==> src/rtl/dhi_pkg.sv <==
`timescale 1ns/1ps
package dhi_pkg;

  typedef enum logic [2:0] {
    ACC_NONE,
    ACC_CMD_REG,
    ACC_CTL_REG,
    ACC_PIO_PORT,
    ACC_DMA_PORT
  } acc_e;

  typedef enum logic [1:0] {
    DQ_IDLE,
    DQ_REQ,
    DQ_XFER
  } dq_state_e;

  // Classify one synchronized bus state. All selects are active high here.
  function automatic acc_e classify(input logic cmd_sel, input logic ctl_sel,
                                    input logic ack, input logic dma_mode,
                                    input logic addr_zero);
    acc_e k;
    if (dma_mode)
      k = ack ? ACC_DMA_PORT : ACC_NONE;
    else if (cmd_sel && !ctl_sel)
      k = addr_zero ? ACC_PIO_PORT : ACC_CMD_REG;
    else if (ctl_sel && !cmd_sel)
      k = ACC_CTL_REG;
    else
      k = ACC_NONE;
    return k;
  endfunction

  function automatic logic is_reg(input acc_e k);
    return (k == ACC_CMD_REG) || (k == ACC_CTL_REG);
  endfunction

  function automatic logic is_port(input acc_e k);
    return (k == ACC_PIO_PORT) || (k == ACC_DMA_PORT);
  endfunction

endpackage

==> src/rtl/dhi_sync.sv <==
`timescale 1ns/1ps
module dhi_sync #(
  parameter int         W       = 1,
  parameter logic [W-1:0] RST_VAL = '0
) (
  input  logic         clk,
  input  logic         rst_n,
  input  logic [W-1:0] d,
  output logic [W-1:0] q
);
  logic [W-1:0] stage1;

  always_ff @(posedge clk or negedge rst_n) begin
    if (!rst_n) begin
      stage1 <= RST_VAL;
      q      <= RST_VAL;
    end else begin
      stage1 <= d;
      q      <= stage1;
    end
  end
endmodule

==> src/rtl/dhi_fifo.sv <==
`timescale 1ns/1ps
module dhi_fifo #(
  parameter int W     = 16,
  parameter int DEPTH = 4
) (
  input  logic         clk,
  input  logic         rst_n,
  input  logic         push,
  input  logic [W-1:0] wdata,
  input  logic         pop,
  output logic [W-1:0] rdata,
  output logic         empty,
  output logic         full
);
  localparam int PW = (DEPTH > 1) ? $clog2(DEPTH) : 1;
  localparam int CW = $clog2(DEPTH + 1);

  logic [W-1:0]  mem [DEPTH];
  logic [PW-1:0] wp, rp;
  logic [CW-1:0] cnt;
  logic          do_push, do_pop;

  function automatic logic [PW-1:0] next_ptr(input logic [PW-1:0] p);
    return (p == PW'(DEPTH - 1)) ? '0 : p + 1'b1;
  endfunction

  assign empty   = (cnt == '0);
  assign full    = (cnt == CW'(DEPTH));
  assign do_pop  = pop && !empty;
  assign do_push = push && (!full || do_pop);
  assign rdata   = mem[rp];

  always_ff @(posedge clk) begin
    if (do_push) mem[wp] <= wdata;
  end

  always_ff @(posedge clk or negedge rst_n) begin
    if (!rst_n) begin
      wp  <= '0;
      rp  <= '0;
      cnt <= '0;
    end else begin
      if (do_push) wp <= next_ptr(wp);
      if (do_pop)  rp <= next_ptr(rp);
      case ({do_push, do_pop})
        2'b10:   cnt <= cnt + 1'b1;
        2'b01:   cnt <= cnt - 1'b1;
        default: cnt <= cnt;
      endcase
    end
  end
endmodule

==> src/rtl/dhi_regfile.sv <==
`timescale 1ns/1ps
module dhi_regfile #(
  parameter int W  = 8,
  parameter int IW = 4
) (
  input  logic          clk,
  input  logic          rst_n,
  input  logic          we,
  input  logic [IW-1:0] widx,
  input  logic [W-1:0]  wdata,
  input  logic [IW-1:0] ridx,
  output logic [W-1:0]  rdata
);
  localparam int N = 1 << IW;

  logic [W-1:0] regs [N];

  always_ff @(posedge clk or negedge rst_n) begin
    if (!rst_n) begin
      for (int i = 0; i < N; i++) regs[i] <= '0;
    end else if (we) begin
      regs[widx] <= wdata;
    end
  end

  assign rdata = regs[ridx];
endmodule

==> src/rtl/dhi_dma.sv <==
`timescale 1ns/1ps
module dhi_dma
  import dhi_pkg::*;
(
  input  logic clk,
  input  logic rst_n,
  input  logic dma_en,
  input  logic can_serve,
  input  logic ack,
  output logic req
);
  dq_state_e st;

  always_ff @(posedge clk or negedge rst_n) begin
    if (!rst_n) begin
      st <= DQ_IDLE;
    end else begin
      unique case (st)
        DQ_IDLE: if (dma_en && can_serve) st <= DQ_REQ;
        DQ_REQ: begin
          if (!dma_en)  st <= DQ_IDLE;
          else if (ack) st <= DQ_XFER;
        end
        DQ_XFER: if (!ack) st <= DQ_IDLE;
        default: st <= DQ_IDLE;
      endcase
    end
  end

  assign req = (st == DQ_REQ);
endmodule

==> src/rtl/disk_host_if.sv <==
`timescale 1ns/1ps
module disk_host_if
  import dhi_pkg::*;
#(
  parameter int DW         = 16,
  parameter int AW         = 3,
  parameter int RW         = 8,
  parameter int FIFO_DEPTH = 4
) (
  input  logic          clk,
  input  logic          rst_n,
  input  logic          cs_cmd_n,
  input  logic          cs_ctl_n,
  input  logic [AW-1:0] reg_addr,
  input  logic          rd_n,
  input  logic          wr_n,
  input  logic          dmack_n,
  input  logic [DW-1:0] dd_i,
  output logic [DW-1:0] dd_o,
  output logic          dd_oe,
  output logic          wide16,
  output logic          dmarq,
  output logic          rdy_hold,
  input  logic          dma_en,
  input  logic          dma_to_host,
  input  logic          dev_tx_push,
  input  logic [DW-1:0] dev_tx_data,
  output logic          dev_tx_full,
  input  logic          dev_rx_pop,
  output logic [DW-1:0] dev_rx_data,
  output logic          dev_rx_empty
);
  localparam int IW = AW + 1;
  localparam int SW = AW + 5;
  localparam logic [SW-1:0] SYNC_IDLE = {5'b11111, {AW{1'b0}}};

  // Synchronized host bus
  logic [SW-1:0] raw_bus, sync_bus;
  logic          cmd_sn, ctl_sn, ack_sn, rd_sn, wr_sn;
  logic [AW-1:0] addr_s;
  logic          ack_s;

  assign raw_bus = {cs_cmd_n, cs_ctl_n, dmack_n, rd_n, wr_n, reg_addr};

  dhi_sync #(.W(SW), .RST_VAL(SYNC_IDLE)) u_sync (
    .clk(clk), .rst_n(rst_n), .d(raw_bus), .q(sync_bus)
  );

  assign cmd_sn = sync_bus[SW-1];
  assign ctl_sn = sync_bus[SW-2];
  assign ack_sn = sync_bus[SW-3];
  assign rd_sn  = sync_bus[SW-4];
  assign wr_sn  = sync_bus[SW-5];
  assign addr_s = sync_bus[AW-1:0];
  assign ack_s  = ~ack_sn;

  // Strobe edge events
  logic rd_q, wr_q, rd_fall, wr_rise;

  always_ff @(posedge clk or negedge rst_n) begin
    if (!rst_n) begin
      rd_q <= 1'b1;
      wr_q <= 1'b1;
    end else begin
      rd_q <= rd_sn;
      wr_q <= wr_sn;
    end
  end

  assign rd_fall = rd_q & ~rd_sn;
  assign wr_rise = ~wr_q & wr_sn;

  // Access decode
  acc_e          kind;
  logic [IW-1:0] reg_idx;
  logic          reg_we, reg_rd, port_rd, rx_push;

  assign kind    = classify(~cmd_sn, ~ctl_sn, ack_s, dma_en, addr_s == '0);
  assign reg_idx = {kind == ACC_CTL_REG, addr_s};
  assign reg_we  = wr_rise & is_reg(kind);
  assign reg_rd  = rd_fall & is_reg(kind);
  assign port_rd = rd_fall & is_port(kind);
  assign rx_push = wr_rise & is_port(kind);

  // Register file
  logic [RW-1:0] reg_rdata;

  dhi_regfile #(.W(RW), .IW(IW)) u_regs (
    .clk(clk), .rst_n(rst_n),
    .we(reg_we), .widx(reg_idx), .wdata(dd_i[RW-1:0]),
    .ridx(reg_idx), .rdata(reg_rdata)
  );

  // Data port FIFOs
  logic [DW-1:0] tx_head;
  logic          tx_empty, tx_pop, rx_full;
  logic          rd_wait_q;

  dhi_fifo #(.W(DW), .DEPTH(FIFO_DEPTH)) u_tx (
    .clk(clk), .rst_n(rst_n),
    .push(dev_tx_push), .wdata(dev_tx_data),
    .pop(tx_pop), .rdata(tx_head),
    .empty(tx_empty), .full(dev_tx_full)
  );

  dhi_fifo #(.W(DW), .DEPTH(FIFO_DEPTH)) u_rx (
    .clk(clk), .rst_n(rst_n),
    .push(rx_push), .wdata(dd_i),
    .pop(dev_rx_pop), .rdata(dev_rx_data),
    .empty(dev_rx_empty), .full(rx_full)
  );

  // Read fetch: immediate, or deferred while the transmit FIFO is empty
  logic [DW-1:0] dd_q;

  assign tx_pop = (port_rd | (rd_wait_q & ~rd_sn)) & ~tx_empty;

  always_ff @(posedge clk or negedge rst_n) begin
    if (!rst_n) begin
      dd_q      <= '0;
      rd_wait_q <= 1'b0;
    end else begin
      if (reg_rd) dd_q <= {{(DW-RW){1'b0}}, reg_rdata};
      if (tx_pop) dd_q <= tx_head;
      if (port_rd & tx_empty)  rd_wait_q <= 1'b1;
      else if (tx_pop | rd_sn) rd_wait_q <= 1'b0;
    end
  end

  // DMA handshake
  logic can_serve;

  assign can_serve = dma_to_host ? ~tx_empty : ~rx_full;

  dhi_dma u_dma (
    .clk(clk), .rst_n(rst_n), .dma_en(dma_en),
    .can_serve(can_serve), .ack(ack_s), .req(dmarq)
  );

  // Bus-facing outputs
  assign dd_o     = dd_q;
  assign dd_oe    = ~rd_sn & (kind != ACC_NONE);
  assign wide16   = (kind == ACC_PIO_PORT);
  assign rdy_hold = rd_wait_q | (~wr_sn & is_port(kind) & rx_full);

endmodule

==> config.mk <==
export PLATFORM = sky130hd
export DESIGN_NAME = disk_host_if
export DESIGN_NICKNAME = d
export VERILOG_FILES = /design/src/rtl/dhi_pkg.sv /design/src/rtl/dhi_sync.sv /design/src/rtl/dhi_fifo.sv /design/src/rtl/dhi_regfile.sv /design/src/rtl/dhi_dma.sv /design/src/rtl/disk_host_if.sv
export SDC_FILE = /design/constraint.sdc
export NUM_CORES = 1
export LEC_CHECK = 0
export CAP_MARGIN = 20
export CORE_ASPECT_RATIO = 0.6
export CORE_MARGIN = 10
export CORE_UTILIZATION = 64
export DETAILED_ROUTE_END_ITERATION = 10
export GPL_ROUTABILITY_DRIVEN = 1
export HOLD_SLACK_MARGIN = 0.15
export PLACE_DENSITY = 0.85
export SLEW_MARGIN = 10
export SYNTH_ARGS = -nofsm -noshare
export SYNTH_HDL_FRONTEND = slang
export SYNTH_HIERARCHICAL = 1
export SYNTH_SLANG_ARGS = --single-unit
==> constraint.sdc <==
create_clock -name clk -period 4.17 [get_ports clk]
set_input_delay 0.834 -clock clk [delete_from_list [all_inputs] [get_ports clk]]
set_output_delay 0.834 -clock clk [all_outputs]
set_load 0.01 [all_outputs]
==> impl_metrics.csv, run 1 <==
group,metric,value,unit
synthesis,ys.flop_type,"dfrtp_1",
critical_path,crit_end,"rdy_hold",
synthesis,synth.area.top_cells,"dfrtp_1 (32%), edfxtp_1 (30%), mux2_2 (12%), mux4_2 (11%), dfstp_2 (2.4%)",
clock_network,path_clk_slew,0.07,ns
global_route,grt_overflow,0,
routing,first_iter_violations,549,
power,p_sw,2.27,mW
routing,viasPerCell,6.28,
power,p_leak,6.25,nW
synthesis,synth.net_count,788,
synthesis,synth-edff-count,128,
power,internal_power,6.20,mW
die,die-area,0.0266,mm2
sta,worstMarginPinSlew,0.913,ns
clock_network,clockBufferDepth,3,
die,chipWidth,204,um
global_route,grt_max_degree,93,
place,dp_hpwl,18900,um
flow_run,drv_cap,0,
sta,clock-skew-final,0.0213,ns
synthesis,synth_commonest_cells,"dfrtp_1 (167), mux2_2 (136), edfxtp_1 (128)",
synthesis,yosysTopAreaCell,"dfrtp_1",
clock_network,cts-htree-levels,1,
critical_path,cp_data_arrival_time,2.75,ns
power,p_seq_share,46.2,%
power,finalPower,8.47,mW
critical_path,r2r_start,"u_sync/q[2]",
synthesis,synth.distinct_cells,49,
synthesis,ys_ff_latch,307,
critical_path,rr_endpoint,"u_tx/cnt[2]",
critical_path,critPathMaxFanout,9,
critical_path,required,3.34,ns
synthesis,syn_area,0.0130,mm2
power,p_per_area,563,mW/mm2
finish,final_layout_size_suffix_gt1_share,37.6,%
clock_network,clock_sinks,307,
clock_network,cts_tree,"yes",
synthesis,avgSynthCellArea,17.8,um2
critical_path,worstSetupPathType,"in -> out",
sta,timing.fmax,279,MHz
die,ios,84,
critical_path,setup.worst_path.start_class,"input port",
sta,period_share,85.8,%
clock_network,insertion_delay,0.55,ns
synthesis,yosysMostFrequentCell,"dfrtp_1",
global_route,grt.met2_usage,36.9,%
critical_path,r2r_slack,1.03,ns
sta,slew_violations,0,
clock_network,post_cts.repair.setup_buffers,0,
place,globalplace.congestion,0.834,
critical_path,rr_worst_depth,12,
global_route,grt_use_total,22.1,%
finish,fin_nets,876,
synthesis,yosys_warnings,6,
clock_network,cts-root-buf,"clkbuf_16",
sta,rsz0062_at_grt,"false",
critical_path,critPathLaunch,"dma_en",
synthesis,synth-async-reset-ratio,58.3,%
global_route,top_usage_layer,"met2",
sta,slew_headroom,39.0,%
worst_hold_path,hp-class,"in -> async",
power,p_comb_share,22.8,%
sta,setup_violations,0,
global_route,antenna_found_initial,1,
clock_network,cts_made_buffers,27,
power,switching_share,26.8,%
critical_path,cp-end-kind,"primary output",
global_route,grtUsageMet3,5.67,%
routing,drc,0,
global_route,grt_pass1_vias,7479,
sta,fin_setup_tns,0,ns
synthesis,ys_seq_area_share,64.2,%
synthesis,synth.top_cell.area_share,32.2,%
routing,routed_wl,28800,um
sta,finalHoldViolCount,0,
finish,syn_to_final_growth,15.7,%
place,port_buffers,83,
power,pwr-share-clk,31.0,%
routing,first_pass_iters,5,
die,design.core.area,0.0200,mm2
clock_network,ctsResizeCount,0,
power,ir_worst_vdd,0.000450,V
sta,min_period,3.58,ns
clock_network,cts-hold-fix-buffers,0,
synthesis,synth_cells,728,
finish,num_antenna_cells,0,
routing,wl_per_cell,26.0,um
global_route,grt_pass1_wl,44700,um
die,fp.dieH,130,um
die,fp-row-count,40,
run_status,status,"completed",
routing,ant_nets,0,
global_route,grt_use_met1,29.4,%
die,initial_core_util,65.0,%
routing,via_count,6967,
[sequential cells by signal (all words and copies together), names as in the netlist, 2 cells and up]
register / cells
dd_o: 16
u_dma/st: 2
u_regs/regs: 128
u_rx/cnt: 3
u_rx/mem: 64
u_rx/rp: 2
u_rx/wp: 2
u_sync/q: 8
u_sync/stage1: 8
u_tx/cnt: 3
u_tx/mem: 64
u_tx/rp: 2
u_tx/wp: 2
[cells by family after synthesis]
group / after synthesis / share of synthesized area (%)
XOR/XNOR: 7 / 0.530
multiplexers: 226 / 25.5
flip-flops: 307 / 64.2
AO/OA/AOI/OAI: 24 / 1.46
buffers and inverters: 61 / 2.19
adder cells (fa/ha/maj): 14 / 1.46
AND/OR/NAND/NOR: 89 / 4.65
[metrics by stage]
step	cells	hold WS [ns]	utilization, %	area, um2	worst slack (ns)
2_1_floorplan	728	0.331	-	13000	0.949
3_3_place_gp	1059	0.336	70.4	14100	0.634
3_5_place_dp	1059	0.339	70.4	14100	0.534
4_1_cts	1109	0.356	75.2	15000	0.587
5_1_grt	1110	0.358	75.3	15000	0.452
6_report	1110	0.350	75.3	15000	0.590
[power by group through the flow]
stage,combinational (mW),clock [mW],sequential (mW)
5_1_grt,2.09,2.79,3.94
2_1_floorplan,1.20,0,3.82
6_report,1.93,2.63,3.91
3_3_place_gp,1.75,0,3.93
3_5_place_dp,1.86,0,3.98
4_1_cts,1.89,2.66,3.93
[metal layers]
metal | share of wire (%) | up-vias
met3 | 8.7 | 40
li1 | - | 2920
met2 | 49 | 301
met5 | 0.045 | -
met4 | 1.5 | 2
met1 | 41 | 3704
[area by class of cell]
| type | count | area [um2] |
|---|---|---|
| Multi-Input combinational cell | 360 | 4370 |
| Tap cell | 273 | 342 |
| Fill cell | 1080 | 4930 |
| Clock buffer | 37 | 764 |
| Sequential cell | 307 | 8340 |
| Inverter | 26 | 97.6 |
| Clock inverter | 13 | 178 |
| Timing Repair Buffer | 94 | 947 |
[critical path, cell delays in order]
cell	delay (ns)
clkdlybuf4s50_1	0.59
nor3b_1	0.33
and2_1	0.19
a21oi_1	0.06
o21bai_1	0.18
clkdlybuf4s50_1	0.56
[cells in the final DEF (no fill, tap or decap), types with 8 or more instances in the layout]
cell type          n
a22oi_1           16
and2_2             8
buf_4              9
clkbuf_16         28
clkdlybuf4s50_1   82
dfrtp_1          166
dfstp_2           12
edfxtp_1         128
ha_1              12
inv_1             26
mux2_2           136
mux2_4            16
mux2i_1           10
mux4_2            64
nand2_1           21
nor2_1            12
[worst min-delay path by stage]
stage | startpoint | to | slack (ns) | cells after the start
finish | rst_n | u_regs/regs[113] | 0.35 | 1
CTS | u_sync/stage1[5] | u_sync/q[5] | 0.36 | 0
global placement | u_sync/stage1[0] | u_sync/q[0] | 0.34 | 0
detailed placement | u_sync/stage1[1] | u_sync/q[1] | 0.34 | 0
global route | u_sync/stage1[3] | u_sync/q[3] | 0.36 | 0
floorplan | u_sync/stage1[0] | u_sync/q[0] | 0.33 | 0
No activity file was read; power rests on OpenSTA's default activity.
==> run 2: changes to the inputs <==
--- a/config.mk
+++ b/config.mk
@@ -5,7 +5,6 @@
 export SDC_FILE = /design/constraint.sdc
 export NUM_CORES = 1
 export LEC_CHECK = 0
-export CAP_MARGIN = 20
 export CORE_ASPECT_RATIO = 0.6
 export CORE_MARGIN = 10
 export CORE_UTILIZATION = 64
==> impl_metrics.csv, run 2 (synthesis gave the netlist of run 1 again) <==
group,metric,value,unit
sta,slew_headroom,24.6,%
critical_path,r2r_start,"u_sync/q[2]",
critical_path,critPathMostFrequentCell,"clkdlybuf4s50_1",
die,chipWidth,204,um
finish,fin_util,75.2,%
critical_path,critPathTopFamily,"buffers and inverters",
global_route,grt_pass1_vias,7479,
finish,final_cell_mix,"dfrtp_1 (166), mux2_2 (136), edfxtp_1 (128)",
clock_network,insertion_delay,0.55,ns
place,placed_cells,1059,
finish,final_common_cell,"dfrtp_1",
critical_path,required,3.34,ns
sta,rsz0062_at_grt,"false",
die,die-area,0.0266,mm2
critical_path,critPathMaxFanout,9,
clock_network,cts_tree,"yes",
routing,drc,0,
finish,final_area,0.0150,mm2
clock_network,cts_made_buffers,27,
place,post-place-ws,0.534,ns
routing,routed_wl,28800,um
power,ir_worst_vdd,0.000451,V
die,fp.dieH,130,um
clock_network,post_cts.repair.setup_buffers,0,
routing,wl_per_cell,25.9,um
sta,finalHoldViolCount,0,
place,place_area,0.0141,mm2
clock_network,ctsResizeCount,0,
clock_network,cts-root-buf,"clkbuf_16",
sta,slew_violations,0,
sta,timing.fmax,279,MHz
critical_path,rr_worst_depth,12,
critical_path,r2r_slack,1.02,ns
critical_path,worstSetupPathType,"in -> out",
global_route,grt_overflow,0,
critical_path,cpMaxStageDelayCell,"clkdlybuf4s50_1",
die,fp-row-count,40,
global_route,grt_use_total,22.1,%
finish,final_layout_size_suffix_gt1_share,37.6,%
critical_path,crit_chain,"clkdlybuf4s50_1 > nor3b_1 > and2_1 > a21oi_1 > o21bai_1 > clkdlybuf4s50_1",
place,port_buffers,83,
sta,fin_setup_tns,0,ns
clock_network,clockBufferDepth,3,
finish,largest_reg_flops,128,
flow_run,drv_cap,0,
power,p_per_area,562,mW/mm2
critical_path,path_buf_inv,2,
finish,reg_top3,"u_regs/regs (128), u_rx/mem (64), u_tx/mem (64)",
global_route,grt_pass1_wl,44700,um
routing,ant_nets,0,
place,dp_hpwl,18900,um
routing,first_iter_violations,577,
global_route,antenna_found_initial,1,
finish,fin_nets,875,
die,design.core.area,0.0200,mm2
finish,syn_to_final_growth,15.5,%
sta,setup_ws,0.584,ns
finish,n_fill_cell,1086,
critical_path,setup.worst_path.start_class,"input port",
power,p_leak,6.23,nW
worst_hold_path,hp-class,"in -> async",
finish,top_register,"u_regs/regs",
run_status,status,"completed",
sta,min_period,3.59,ns
critical_path,cp-end-kind,"primary output",
clock_network,path_clk_slew,0.07,ns
routing,first_pass_iters,5,
routing,viasPerCell,6.31,
sta,period_share,86.0,%
die,initial_core_util,65.0,%
critical_path,slowest_delay,0.59,ns
global_route,grt_max_degree,93,
critical_path,rr_endpoint,"u_tx/cnt[2]",
sta,worstMarginPinSlew,1.13,ns
sta,setup_violations,0,
die,ios,84,
critical_path,cp_data_arrival_time,2.75,ns
clock_network,cts-htree-levels,1,
clock_network,cts-hold-fix-buffers,0,
routing,via_count,6998,
finish,fin_cells,1109,
clock_network,clock_sinks,307,
finish,num_antenna_cells,0,
place,globalplace.congestion,0.834,
sta,clock-skew-final,0.0208,ns
-- run 2: area by class of cell --
cell class / count / area (um2) / area share [%]
sequential: 307 / 8340 / 55.6
clock buffer: 37 / 764 / 5.09
clock inverter: 13 / 178 / 1.18
tap: 273 / 342 / 2.28
inverter: 26 / 97.6 / 0.650
multi-input combinational: 360 / 4370 / 29.1
timing repair buffer: 93 / 920 / 6.13
-- run 2: worst max path at each step --
| stage | from | end | slack (ns) | depth (start not counted) |
|---|---|---|---|---|
| after floorplan | dma_en | u_tx/cnt[2] | 0.95 | 14 |
| after global placement | dma_en | rdy_hold | 0.63 | 6 |
| after detailed placement | dma_en | u_tx/cnt[2] | 0.53 | 13 |
| after CTS | dma_en | rdy_hold | 0.59 | 6 |
| after global routing | dma_en | rdy_hold | 0.45 | 6 |
| final | dma_en | rdy_hold | 0.58 | 6 |
-- run 2: per-layer routing --
layer | up-vias | GRT usage, % | share of wire [%]
met2 | 272 | 36.9 | 49
met1 | 3764 | 29.4 | 41
met3 | 38 | 5.67 | 8.1
met5 | - | 0 | 0.045
li1 | 2922 | - | -
met4 | 2 | 4.10 | 1.5
-- run 2: per-stage QoR --
| stage | total power, mW | hold WS, ns |
|---|---|---|
| 6_report | 8.43 | 0.342 |
| 3_3_place_gp | 5.68 | 0.336 |
| 2_1_floorplan | 5.02 | 0.331 |
| 5_1_grt | 8.78 | 0.358 |
| 3_5_place_dp | 5.83 | 0.339 |
| 4_1_cts | 8.49 | 0.356 |
-- run 2: worst register-to-register path, delay by kind of cell, from the launching register on --
kind,cells,cell delay [ns]
flops,1,0.91
buf+inv,3,0.19
simple gates,3,0.34
fa+ha+maj,2,0.60
xor+xnor,2,0.39
compound gates,2,0.63
-- run 2: power by group --
part | internal [mW] | total (mW) | switching (mW)
Clock | 1.54 | 2.63 | 1.09
Combinational | 1.05 | 1.87 | 0.817
Sequential | 3.58 | 3.94 | 0.356
